`config.mk`:
```
export PLATFORM = sky130hd
export DESIGN_NAME = cfg_powerup_seq
export DESIGN_NICKNAME = d
export VERILOG_FILES = /design/src/rtl/cfg_seq_pkg.sv /design/src/rtl/cfg_sync2.sv /design/src/rtl/cfg_delay_timer.sv /design/src/rtl/cfg_powerup_seq.sv
export SDC_FILE = /design/constraint.sdc
export NUM_CORES = 1
export LEC_CHECK = 0
export ABC_CLOCK_PERIOD_IN_PS = 2300
export CAP_MARGIN = 20
export CORE_MARGIN = 2
export CORE_UTILIZATION = 56
export CTS_BUF_LIST = sky130_fd_sc_hd__clkbuf_8
export CTS_CLUSTER_SIZE = 28
export DETAILED_ROUTE_END_ITERATION = 6
export GPL_TIMING_DRIVEN = 0
export PLACE_DENSITY = 0.8
export SETUP_SLACK_MARGIN = 0.3
export SYNTH_ARGS = -nofsm -noshare
export SYNTH_HDL_FRONTEND = slang
export SYNTH_SLANG_ARGS = --single-unit
```
`constraint.sdc`:
```
create_clock -name clk -period 2.3 [get_ports clk]
set_clock_uncertainty 0.05 [all_clocks]
set_input_delay 0.575 -clock clk [delete_from_list [all_inputs] [get_ports clk]]
set_output_delay 0.575 -clock clk [all_outputs]
set_load 0.01 [all_outputs]
```
`src/rtl/cfg_seq_pkg.sv`:
```
package cfg_seq_pkg;

    typedef enum logic [2:0] {
        SQ_RESET,
        SQ_CLR_ISSUE,
        SQ_CLR_BUSY,
        SQ_WAIT_INIT,
        SQ_MASTER_WAIT,
        SQ_LAUNCH,
        SQ_CONFIG
    } seq_state_e;

    // Settling cycles for a given clock rate and wait time, never below one.
    function automatic int unsigned settle_cycles(input int unsigned clk_hz,
                                                  input int unsigned wait_us);
        int unsigned c;
        c = (clk_hz / 1_000_000) * wait_us;
        return (c == 0) ? 1 : c;
    endfunction

    // Mode bit 0 low selects the master role.
    function automatic logic mode_is_master(input logic mode_lsb);
        return ~mode_lsb;
    endfunction

endpackage

```
`src/rtl/cfg_sync2.sv`:
```
module cfg_sync2 #(
    parameter logic RESET_VAL = 1'b0
) (
    input  logic clk,
    input  logic rst,
    input  logic d_i,
    output logic q_o
);
    logic stage1_q;
    logic stage2_q;

    always_ff @(posedge clk) begin
        if (rst) begin
            stage1_q <= RESET_VAL;
            stage2_q <= RESET_VAL;
        end else begin
            stage1_q <= d_i;
            stage2_q <= stage1_q;
        end
    end

    assign q_o = stage2_q;
endmodule

```
`src/rtl/cfg_delay_timer.sv`:
```
module cfg_delay_timer #(
    parameter int unsigned CYCLES = 1
) (
    input  logic clk,
    input  logic rst,
    input  logic load_i,
    output logic expired_o
);
    localparam int unsigned CNT_W = (CYCLES < 2) ? 1 : $clog2(CYCLES);

    logic [CNT_W-1:0] cnt_q;

    always_ff @(posedge clk) begin
        if (rst) begin
            cnt_q <= '0;
        end else if (load_i) begin
            cnt_q <= CNT_W'(CYCLES - 1);
        end else if (cnt_q != '0) begin
            cnt_q <= cnt_q - 1'b1;
        end
    end

    assign expired_o = (cnt_q == '0);
endmodule

```
`src/rtl/cfg_powerup_seq.sv`:
```
module cfg_powerup_seq
    import cfg_seq_pkg::*;
#(
    parameter int unsigned MODE_W  = 3,
    parameter int unsigned CLK_HZ  = 50_000_000,
    parameter int unsigned WAIT_US = 250
) (
    input  logic              clk,
    input  logic              rst,
    input  logic              prog_n_i,
    input  logic              init_i,
    output logic              init_drive_low_o,
    input  logic [MODE_W-1:0] mode_i,
    output logic              clr_start_o,
    input  logic              clr_done_i,
    output logic              cfg_start_o,
    output logic [MODE_W-1:0] mode_o
);
    localparam int unsigned WAIT_CYC = settle_cycles(CLK_HZ, WAIT_US);

    seq_state_e        state_q, state_d;
    logic              dirty_q, dirty_d;
    logic [MODE_W-1:0] mode_q;
    logic              prog_s;
    logic              init_s;
    logic              capture;
    logic              timer_load;
    logic              timer_expired;

    cfg_sync2 #(.RESET_VAL(1'b1)) u_prog_sync (
        .clk (clk),
        .rst (rst),
        .d_i (prog_n_i),
        .q_o (prog_s)
    );

    cfg_sync2 #(.RESET_VAL(1'b0)) u_init_sync (
        .clk (clk),
        .rst (rst),
        .d_i (init_i),
        .q_o (init_s)
    );

    cfg_delay_timer #(.CYCLES(WAIT_CYC)) u_settle (
        .clk       (clk),
        .rst       (rst),
        .load_i    (timer_load),
        .expired_o (timer_expired)
    );

    always_comb begin
        state_d = state_q;
        dirty_d = 1'b0;
        capture = 1'b0;
        unique case (state_q)
            SQ_RESET: state_d = SQ_CLR_ISSUE;
            SQ_CLR_ISSUE: begin
                dirty_d = ~prog_s;
                state_d = SQ_CLR_BUSY;
            end
            SQ_CLR_BUSY: begin
                dirty_d = dirty_q | ~prog_s;
                if (clr_done_i) begin
                    state_d = (!prog_s || dirty_q) ? SQ_CLR_ISSUE : SQ_WAIT_INIT;
                end
            end
            SQ_WAIT_INIT: begin
                if (!prog_s) begin
                    state_d = SQ_CLR_ISSUE;
                end else if (init_s) begin
                    capture = 1'b1;
                    state_d = mode_is_master(mode_i[0]) ? SQ_MASTER_WAIT : SQ_LAUNCH;
                end
            end
            SQ_MASTER_WAIT: begin
                if (!prog_s)            state_d = SQ_CLR_ISSUE;
                else if (timer_expired) state_d = SQ_LAUNCH;
            end
            SQ_LAUNCH: state_d = prog_s ? SQ_CONFIG : SQ_CLR_ISSUE;
            SQ_CONFIG: if (!prog_s) state_d = SQ_CLR_ISSUE;
            default:   state_d = SQ_RESET;
        endcase
    end

    assign timer_load = capture && mode_is_master(mode_i[0]);

    always_ff @(posedge clk) begin
        if (rst) begin
            state_q <= SQ_RESET;
            dirty_q <= 1'b0;
            mode_q  <= '0;
        end else begin
            state_q <= state_d;
            dirty_q <= dirty_d;
            if (capture) mode_q <= mode_i;
        end
    end

    assign clr_start_o      = (state_q == SQ_CLR_ISSUE);
    assign cfg_start_o      = (state_q == SQ_LAUNCH);
    assign mode_o           = mode_q;
    assign init_drive_low_o = (state_q == SQ_RESET) || (state_q == SQ_CLR_ISSUE)
                            || (state_q == SQ_CLR_BUSY) || !prog_n_i;
endmodule

```
==> impl_metrics.json, run 1 <==
{
  "p_per_area_nw_per_um2": 1390,
  "diodes": 0,
  "cp.arrival_ps": 2180,
  "cts_tree": "done",
  "r2r_start": "u_settle.cnt_q[1]$_SDFFE_PP0P_",
  "ios": 14,
  "wire_per_inst_um": 13.0,
  "critPathMaxFanout": 4,
  "endpoint_kind": "flip-flop",
  "hold_slack_ps": 377,
  "drt-vias-per-instance": 5.46,
  "ant_nets": 0,
  "drt_pass1_iterations": 4,
  "start_util_pct": 59.4,
  "layout_commonest_cell": "dfxtp_1",
  "final_cell_mix": "dfxtp_1 (22), nor2_1 (19), a21oi_1 (11), clkdlybuf4s50_1 (9), xnor2_1 (7)",
  "rsz0062_at_grt": "yes",
  "grt_pass1_wl_um": 4050,
  "max-slew-margin-rel_pct": 71.5,
  "synth_nets": 147,
  "synth_top_area_cell": "dfxtp_1",
  "tightest_slew_ps": 428,
  "fin_nets": 170,
  "ys_warn_count": 0,
  "cts.sinks": 25,
  "grt_start_max_net_pins": 14,
  "finalWirelength_um": 2420,
  "startpoint": "u_settle.cnt_q[1]$_SDFFE_PP0P_",
  "period_minus_slack_ps": 2080,
  "hold_class": "reg -> reg",
  "ys_seq_area_share_pct": 42.9,
  "ir_drop_mv": 1.34,
  "clk_path_buf_depth": 2,
  "vias": 1015,
  "hold_buffers": 0,
  "fill_cells": 152,
  "area_delta_synth_final_pct": 27.3,
  "grt_usage_pct": 21.7,
  "leakagePower_uw": 0.000608,
  "gp_congestion": 0.814,
  "root_buffer": "clkbuf_8",
  "synth_edf_count": 0,
  "rows": 16,
  "antenna_found_initial": 0,
  "ys.flop_type": "dfxtp_1",
  "start_kind": "flip-flop",
  "cts_buffers": 3,
  "crit_type": "reg -> reg",
  "synth_seq_cells": 25,
  "drc": 0,
  "cts_max_level": 1,
  "dp_hpwl_um": 1620,
  "fmax_ghz": 0.481,
  "setup_tns_ps": 0,
  "ys_types": 34,
  "drv_cap": 0,
  "async_flop_share_pct": 0,
  "r2r_setup_slack_ps": 220,
  "io_buffers": 12,
  "holdCritStartpoint": "u_prog_sync.stage1_q$_SDFF_PP1_",
  "drt_first_iter_violations": 11,
  "clkTransAtPathRegs_ps": 80,
  "finalSetupViolCount": 0,
  "design_area_um2": 1480,
  "status": "completed",
  "grt_pass1_vias": 949,
  "grt_overflow": 0,
  "fin_crit_sh_pct": 90.5,
  "coreArea_um2": 1960,
  "finalHoldViolCount": 0,
  "die_y_um": 49.6,
  "slew_violations": 0,
  "required_ps": 2400,
  "netlist_top_cells_area": "dfxtp_1 (43%), nor2_1 (6.1%), xnor2_1 (6.0%)",
  "synth_area_um2": 1170,
  "dpl_cell_area_um2": 1320,
  "synth.top_cell.area_share_pct": 42.9,
  "drive_above_1_share_pct": 22.6,
  "insertion_delay_ps": 270,
  "synth_area_per_cell_um2": 8.51,
  "dieArea_um2": 2460,
  "die_w_um": 49.6,
  "syn_inst": 137
}
==> cells in the mapped netlist, types with 2 or more instances <==
cell	number
o21ai_0	3
ha_1	2
xor2_1	2
or2_2	3
a31oi_1	3
clkbuf_1	6
nand3b_1	3
inv_1	5
nor2b_1	3
nor2_1	19
nor3b_1	5
mux2i_1	2
nor4_1	5
nor3_1	5
xnor2_1	8
a21oi_1	11
nand2_1	9
dfxtp_1	25
nand2b_1	3
==> sequential cells by signal, indices dropped and copies added (netlist names) <==
signal and flops:
u_prog_sync.q_o 1, u_prog_sync.stage1_q 1, u_init_sync.stage1_q 1, dirty_q 1, state_q 3, mode_o 3, u_settle.cnt_q 14, u_init_sync.q_o 1
==> what timing repair did <==
item / 4_1_cts / 5_1_grt
setup buffers: 5 / 1
gates resized for setup: 21 / 8
pin swaps: 5 / 6
setup endpoints to repair: 9 / 16
==> metrics by stage <==
| stage | util [%] | total power [uW] | worst slack (ps) | std cells |
|---|---|---|---|---|
| 5_1_grt | 75.6 | 2190 | 119 | 186 |
| 2_1_floorplan | - | 1370 | 292 | 137 |
| 6_report | 75.6 | 2060 | 219 | 186 |
| 3_5_place_dp | 67.4 | 1540 | 59.3 | 176 |
| 4_1_cts | 74.7 | 2020 | 127 | 185 |
| 3_3_place_gp | 67.4 | 1510 | 63.3 | 176 |
==> routing by layer <==
layer | global-route usage, % | routed length (um) | up-vias
met5 | 0 | 0 | -
met4 | 8.33 | 37 | 0
met3 | 4.24 | 91 | 5
met2 | 37.1 | 1230 | 13
met1 | 26.8 | 1060 | 483
li1 | - | - | 514
==> critical path: stages (launching register included) <==
cell	delay, ps
dfxtp_2	340
inv_2	80
ha_4	130
or3b_4	380
or4b_4	490
buf_6	140
nor3b_1	140
xnor2_1	130
a21oi_1	70
==> worst paths after layout <==
check        cells past startpoint                             end
max reg2reg                      8  u_settle.cnt_q[7]$_SDFFE_PP0P_
max                              8  u_settle.cnt_q[7]$_SDFFE_PP0P_
min                              1      u_prog_sync.q_o$_SDFF_PP1_
min reg2reg                      1      u_prog_sync.q_o$_SDFF_PP1_
==> cell families after synthesis <==
kind of cell / count (synthesis) / synth area share [%]
muxes: 3 / 2.68
DFF: 25 / 42.9
buffers and inverters: 13 / 4.94
and+or+nand+nor: 61 / 28.3
AOI/OAI and AO/OA: 23 / 11.5
adders and majority gates: 2 / 2.15
xor gates and xnor gates: 10 / 7.51
==> final cells by class <==
type / instances / area [um2] / area share [%]
tap: 27 / 33.8 / 2.28
timing repair buffer: 18 / 174 / 11.7
clock inverter: 1 / 3.75 / 0.253
inverter: 5 / 18.8 / 1.26
sequential: 25 / 504 / 34.0
clock buffer: 3 / 41.3 / 2.78
multi-input combinational: 99 / 657 / 44.3
buffer: 8 / 51.3 / 3.46
==> report_power, final <==
group	internal [uW]	leakage [uW]	switching (uW)	total (uW)
registers	559	0.000206	109	668
clock network	120	0.0000269	138	258
logic	582	0.000375	551	1130
Power figures use the tool's default switching activity.
==> run 2, diff against run 1 <==
RECOVER_POWER = 50   (was not set)
==> impl_metrics.json, run 2 (synthesized netlist as in run 1, its figures left out) <==
{
  "die_y_um": 49.6,
  "hold_slack_ps": 378,
  "combPwrFrac_pct": 54.9,
  "setup_tns_ps": 0,
  "cts_tree": "done",
  "p_per_area_nw_per_um2": 1390,
  "slowest_delay_ps": 490,
  "required_ps": 2400,
  "drc": 0,
  "vias": 997,
  "ios": 14,
  "clkTransAtPathRegs_ps": 90,
  "diodes": 0,
  "slew_violations": 0,
  "hold_buffers": 0,
  "leakagePower_uw": 0.000613,
  "fmax_ghz": 0.470,
  "gp_congestion": 0.814,
  "status": "completed",
  "final_cell_mix": "dfxtp_1 (22), nor2_1 (19), a21oi_1 (11), xnor2_1 (7), nand2_1 (6)",
  "intPower_uw": 1260,
  "start_util_pct": 59.4,
  "ant_nets": 0,
  "critPathMaxFanout": 4,
  "wire_per_inst_um": 13.0,
  "endpoint_kind": "flip-flop",
  "fill_cells": 154,
  "finalSetupViolCount": 0,
  "pwr-share-seq_pct": 32.4,
  "crit_type": "reg -> reg",
  "rows": 16,
  "root_buffer": "clkbuf_8",
  "finalWirelength_um": 2410,
  "insertion_delay_ps": 270,
  "drt_pass1_iterations": 4,
  "hold_class": "reg -> reg",
  "cp.arrival_ps": 2230,
  "drt-vias-per-instance": 5.36,
  "grt_pass1_vias": 949,
  "rsz0062_at_grt": "yes",
  "io_buffers": 12,
  "switching_share_pct": 38.8,
  "grt_start_max_net_pins": 14,
  "ir_drop_mv": 1.34,
  "p_sw_uw": 796,
  "coreArea_um2": 1960,
  "die_w_um": 49.6,
  "dieArea_um2": 2460,
  "fin_crit_sh_pct": 92.5,
  "drv_cap": 0,
  "dp_hpwl_um": 1620,
  "start_kind": "flip-flop",
  "cts_max_level": 1,
  "worstPathCellList": "inv_1, ha_4, or3b_4, or4b_4, buf_6, nor3b_1, xnor2_1, a21oi_1",
  "layout_commonest_cell": "dfxtp_1",
  "period_minus_slack_ps": 2130,
  "cts_buffers": 3,
  "finalHoldViolCount": 0,
  "cp_slowest_cell": "or4b_4",
  "critical_path_buf_inv_count": 2,
  "drt_first_iter_violations": 11,
  "grt_pass1_wl_um": 4050,
  "max-slew-margin-rel_pct": 72.0,
  "largest_reg_flops": 14,
  "area_delta_synth_final_pct": 26.6,
  "drive_above_1_share_pct": 19.5,
  "antenna_found_initial": 0,
  "tightest_slew_ps": 420,
  "pwr-share-clk_pct": 12.6,
  "clk_path_buf_depth": 2,
  "grt_usage_pct": 21.7,
  "fin_nets": 170,
  "cts.sinks": 25,
  "grt_overflow": 0,
  "top_register": "u_settle.cnt_q",
  "path_delay_family": "simple AND/OR/NAND/NOR gates"
}
==> run 2: changes by cell type in the layout (fill, tap and decap cells not counted) <==
cell,previous run,this run
clkdlybuf4s50_1,9,4
dlygate4sd3_1,0,5
clkbuf_1,3,5
inv_1,3,5
inv_2,3,1
buf_4,5,4
clkbuf_2,2,1
nand2_1,5,6
nand2_2,3,2
==> run 2: through the flow <==
stage                     power [uW]  std cells  cell area [um2]  utilization, %  setup WS, ps
after floorplan                 1370        137             1170               -           292
after global placement          1510        176             1320            67.4          63.3
after detailed placement        1540        176             1320            67.4          59.3
after CTS                       2020        185             1470            74.7           127
after global routing            2180        186             1480            75.3          68.8
final                           2050        186             1480            75.3           171
==> run 2: worst register-to-register path, stage by stage, from the launching register on <==
cell and delay [ps]:
dfxtp_2 330, inv_1 120, ha_4 150, or3b_4 380
or4b_4 490, buf_6 140, nor3b_1 140, xnor2_1 130
a21oi_1 70
==> run 2: final cells by class <==
class / instances / area, um2 / share of cell area (%)
clock buffers: 3 / 41.3 / 2.80
well taps: 27 / 33.8 / 2.29
multi-input cells: 99 / 654 / 44.3
clock inverters: 1 / 3.75 / 0.254
flip-flops and latches: 25 / 504 / 34.2
plain buffers: 8 / 50.0 / 3.39
inverters: 5 / 18.8 / 1.27
repair buffers: 18 / 170 / 11.5
==> run 2: path summary, 6_finish.rpt <==
path	start	to	slack [ps]	cells past startpoint
worst max-delay path	u_settle.cnt_q[1]$_SDFFE_PP0P_	u_settle.cnt_q[7]$_SDFFE_PP0P_	170	8
worst min-delay path	u_prog_sync.stage1_q$_SDFF_PP1_	u_prog_sync.q_o$_SDFF_PP1_	380	1
worst max register to register	u_settle.cnt_q[1]$_SDFFE_PP0P_	u_settle.cnt_q[7]$_SDFFE_PP0P_	170	8
worst min register to register	u_prog_sync.stage1_q$_SDFF_PP1_	u_prog_sync.q_o$_SDFF_PP1_	380	1
==> run 2: metal layers <==
layer  part of all wire, %  GRT usage, %
met5                     0             0
met4                   1.5          8.33
met3                   2.7          4.24
met2                    50          37.1
met1                    46          26.8
==> run 2: what timing repair did <==
item                                    CTS  global route
endpoints found under the setup margin    9            16
gates resized for setup                  21             8
gates cloned                              0             0
setup buffers                             5             1
pin swaps                                 5             6
==> run 2: power by group through the flow <==
stage | combinational (uW) | clock, uW | sequential, uW
after floorplan | 724 | 0 | 647
after global placement | 844 | 0 | 663
after detailed placement | 874 | 0 | 671
after CTS | 1100 | 256 | 663
after global routing | 1230 | 270 | 677
final | 1130 | 259 | 666
==> run 3, diff against run 2 <==
ABC_CLOCK_PERIOD_IN_PS = 2600   (was 2300)
CORE_UTILIZATION = 57   (was 56)
CTS_BUF_LIST = not set   (was sky130_fd_sc_hd__clkbuf_8)
PLACE_DENSITY = 0.81   (was 0.8)
clock period = 2.6 ns   (was 2.3 ns; I/O delays follow)
==> impl_metrics.json, run 3 (synthesized netlist as in run 1, its figures left out) <==
{
  "min_to": "u_prog_sync.q_o$_SDFF_PP1_",
  "ios": 14,
  "grt-busiest-layer": "met2",
  "area_delta_synth_final_pct": 16.1,
  "finalHoldViolCount": 0,
  "drv_cap": 0,
  "required_ps": 1900,
  "fmax_ghz": 0.443,
  "layout_commonest_cell": "dfxtp_1",
  "place_ws_ps": 203,
  "vias": 980,
  "antenna_found_initial": 0,
  "p_per_area_nw_per_um2": 1120,
  "root_buffer": "clkbuf_4",
  "layout_setup_ws_ps": 341,
  "switching_share_pct": 39.8,
  "drc": 0,
  "coreArea_um2": 1940,
  "insertion_delay_ps": 320,
  "dp_hpwl_um": 1600,
  "crit_type": "reg -> out",
  "r2r_setup_slack_ps": 420,
  "finalWirelength_um": 2220,
  "diodes": 0,
  "hold_class": "reg -> reg",
  "crit-reg2reg-capture": "u_settle.cnt_q[7]$_SDFFE_PP0P_",
  "grt_pass1_vias": 918,
  "combPwrFrac_pct": 50.2,
  "wire_per_inst_um": 12.3,
  "cts_tree": "done",
  "use_met3_pct": 3.99,
  "largest_reg_flops": 14,
  "hold_buffers": 0,
  "ant_nets": 0,
  "rsz0062_at_grt": "no",
  "critPathMaxFanout": 8,
  "io_buffers": 12,
  "tightest_slew_ps": 496,
  "cts.sinks": 25,
  "hold_slack_ps": 379,
  "slowest_delay_ps": 330,
  "slew_violations": 0,
  "met1_usage_pct": 25.3,
  "final_cell_mix": "dfxtp_1 (24), nor2_1 (19), a21oi_1 (11), nand2_1 (9), xnor2_1 (8)",
  "grt_use_met2_pct": 34.9,
  "drt_pass1_iterations": 4,
  "gp_congestion": 0.808,
  "leakagePower_uw": 0.000552,
  "r2r_start": "u_settle.cnt_q[0]$_SDFFE_PP0P_",
  "rows": 16,
  "setup_tns_ps": 0,
  "endpoint_kind": "output pin",
  "drt_first_iter_violations": 19,
  "dieArea_um2": 2420,
  "period_minus_slack_ps": 2260,
  "min_path_cells": 1,
  "holdCritStartpoint": "u_prog_sync.stage1_q$_SDFF_PP1_",
  "worstPathCellList": "clkbuf_1, nand2_1, inv_1, o21ai_0, dlygate4sd2_1",
  "grt_usage_pct": 20.4,
  "cp.arrival_ps": 1560,
  "fin_cells": 180,
  "drive_above_1_share_pct": 9.80,
  "drt-vias-per-instance": 5.44,
  "p_sw_uw": 603,
  "fin_crit_sh_pct": 86.9,
  "cts_buffers": 3,
  "pwr-share-seq_pct": 38.5,
  "fin_nets": 164,
  "cp_slowest_cell": "dfxtp_1",
  "top_register": "u_settle.cnt_q",
  "ff2ff_path_depth": 8,
  "clkTransAtPathRegs_ps": 140,
  "ir_drop_mv": 0.821,
  "grt_overflow": 0,
  "die_w_um": 49.2,
  "start_kind": "flip-flop",
  "cts_max_level": 1,
  "power_uw": 1520,
  "status": "completed",
  "start_util_pct": 60.1,
  "pwr-share-clk_pct": 11.4,
  "finalSetupViolCount": 0,
  "max-slew-margin-rel_pct": 66.9,
  "clk_path_buf_depth": 2,
  "intPower_uw": 913,
  "grt_start_max_net_pins": 15,
  "die_y_um": 49.2,
  "grt_pass1_wl_um": 3840,
  "dp.cells": 176
}
## run 3: repair_timing
action | CTS | global route
buffers inserted | 0 | 0
setup endpoints to repair | 3 | 1
gates resized for setup | 9 | 1
## run 3: routing by layer
metal,wire length [um],vias to the layer above
met5,0,-
met4,32,0
met3,77,5
met2,1060,16
met1,1050,458
li1,-,501
## run 3: area by class of cell
cell class              count  area [um2]
repair buffers             12         120
clock buffers               3        22.5
multi-input cells          99         608
well taps                  27        33.8
inverters                   5        18.8
plain buffers               8        43.8
clock inverters             1        5.00
flip-flops and latches     25         502
fillers                   170         588
## run 3: power groups by stage
stage	Sequential [uW]	Combinational (uW)	Clock, uW
floorplan	571	628	0
global placement	583	734	0
detailed placement	590	759	0
CTS	581	769	176
global route	598	864	188
finish	583	760	172
## run 3: metrics by stage
| step | instance area, um2 | utilization, % |
|---|---|---|
| 5_1_grt | 1350 | 69.7 |
| 4_1_cts | 1360 | 69.8 |
| 3_5_place_dp | 1320 | 68.0 |
| 3_3_place_gp | 1320 | 68.0 |
| 6_report | 1350 | 69.7 |
| 2_1_floorplan | 1170 | - |
## run 3: worst max-delay path by stage
stage / startpoint / end / slack, ps / cells past startpoint
floorplan: u_settle.cnt_q[0]$_SDFFE_PP0P_ / u_settle.cnt_q[7]$_SDFFE_PP0P_ / 590 / 8
finish: state_q[1]$_SDFFE_PP0P_ / init_drive_low_o / 340 / 5
global placement: prog_n_i / init_drive_low_o / 210 / 3
detailed placement: prog_n_i / init_drive_low_o / 200 / 3
CTS: state_q[2]$_SDFFE_PP0P_ / cfg_start_o / 320 / 3
global route: state_q[1]$_SDFFE_PP0P_ / init_drive_low_o / 220 / 5
## run 3: critical path: cells and delay by family (launching register included)
family / cells / cell delay [ps]
AOI/OAI and AO/OA: 1 / 60
and+or+nand+nor: 1 / 180
buffers and inverters: 3 / 660
DFF: 1 / 330
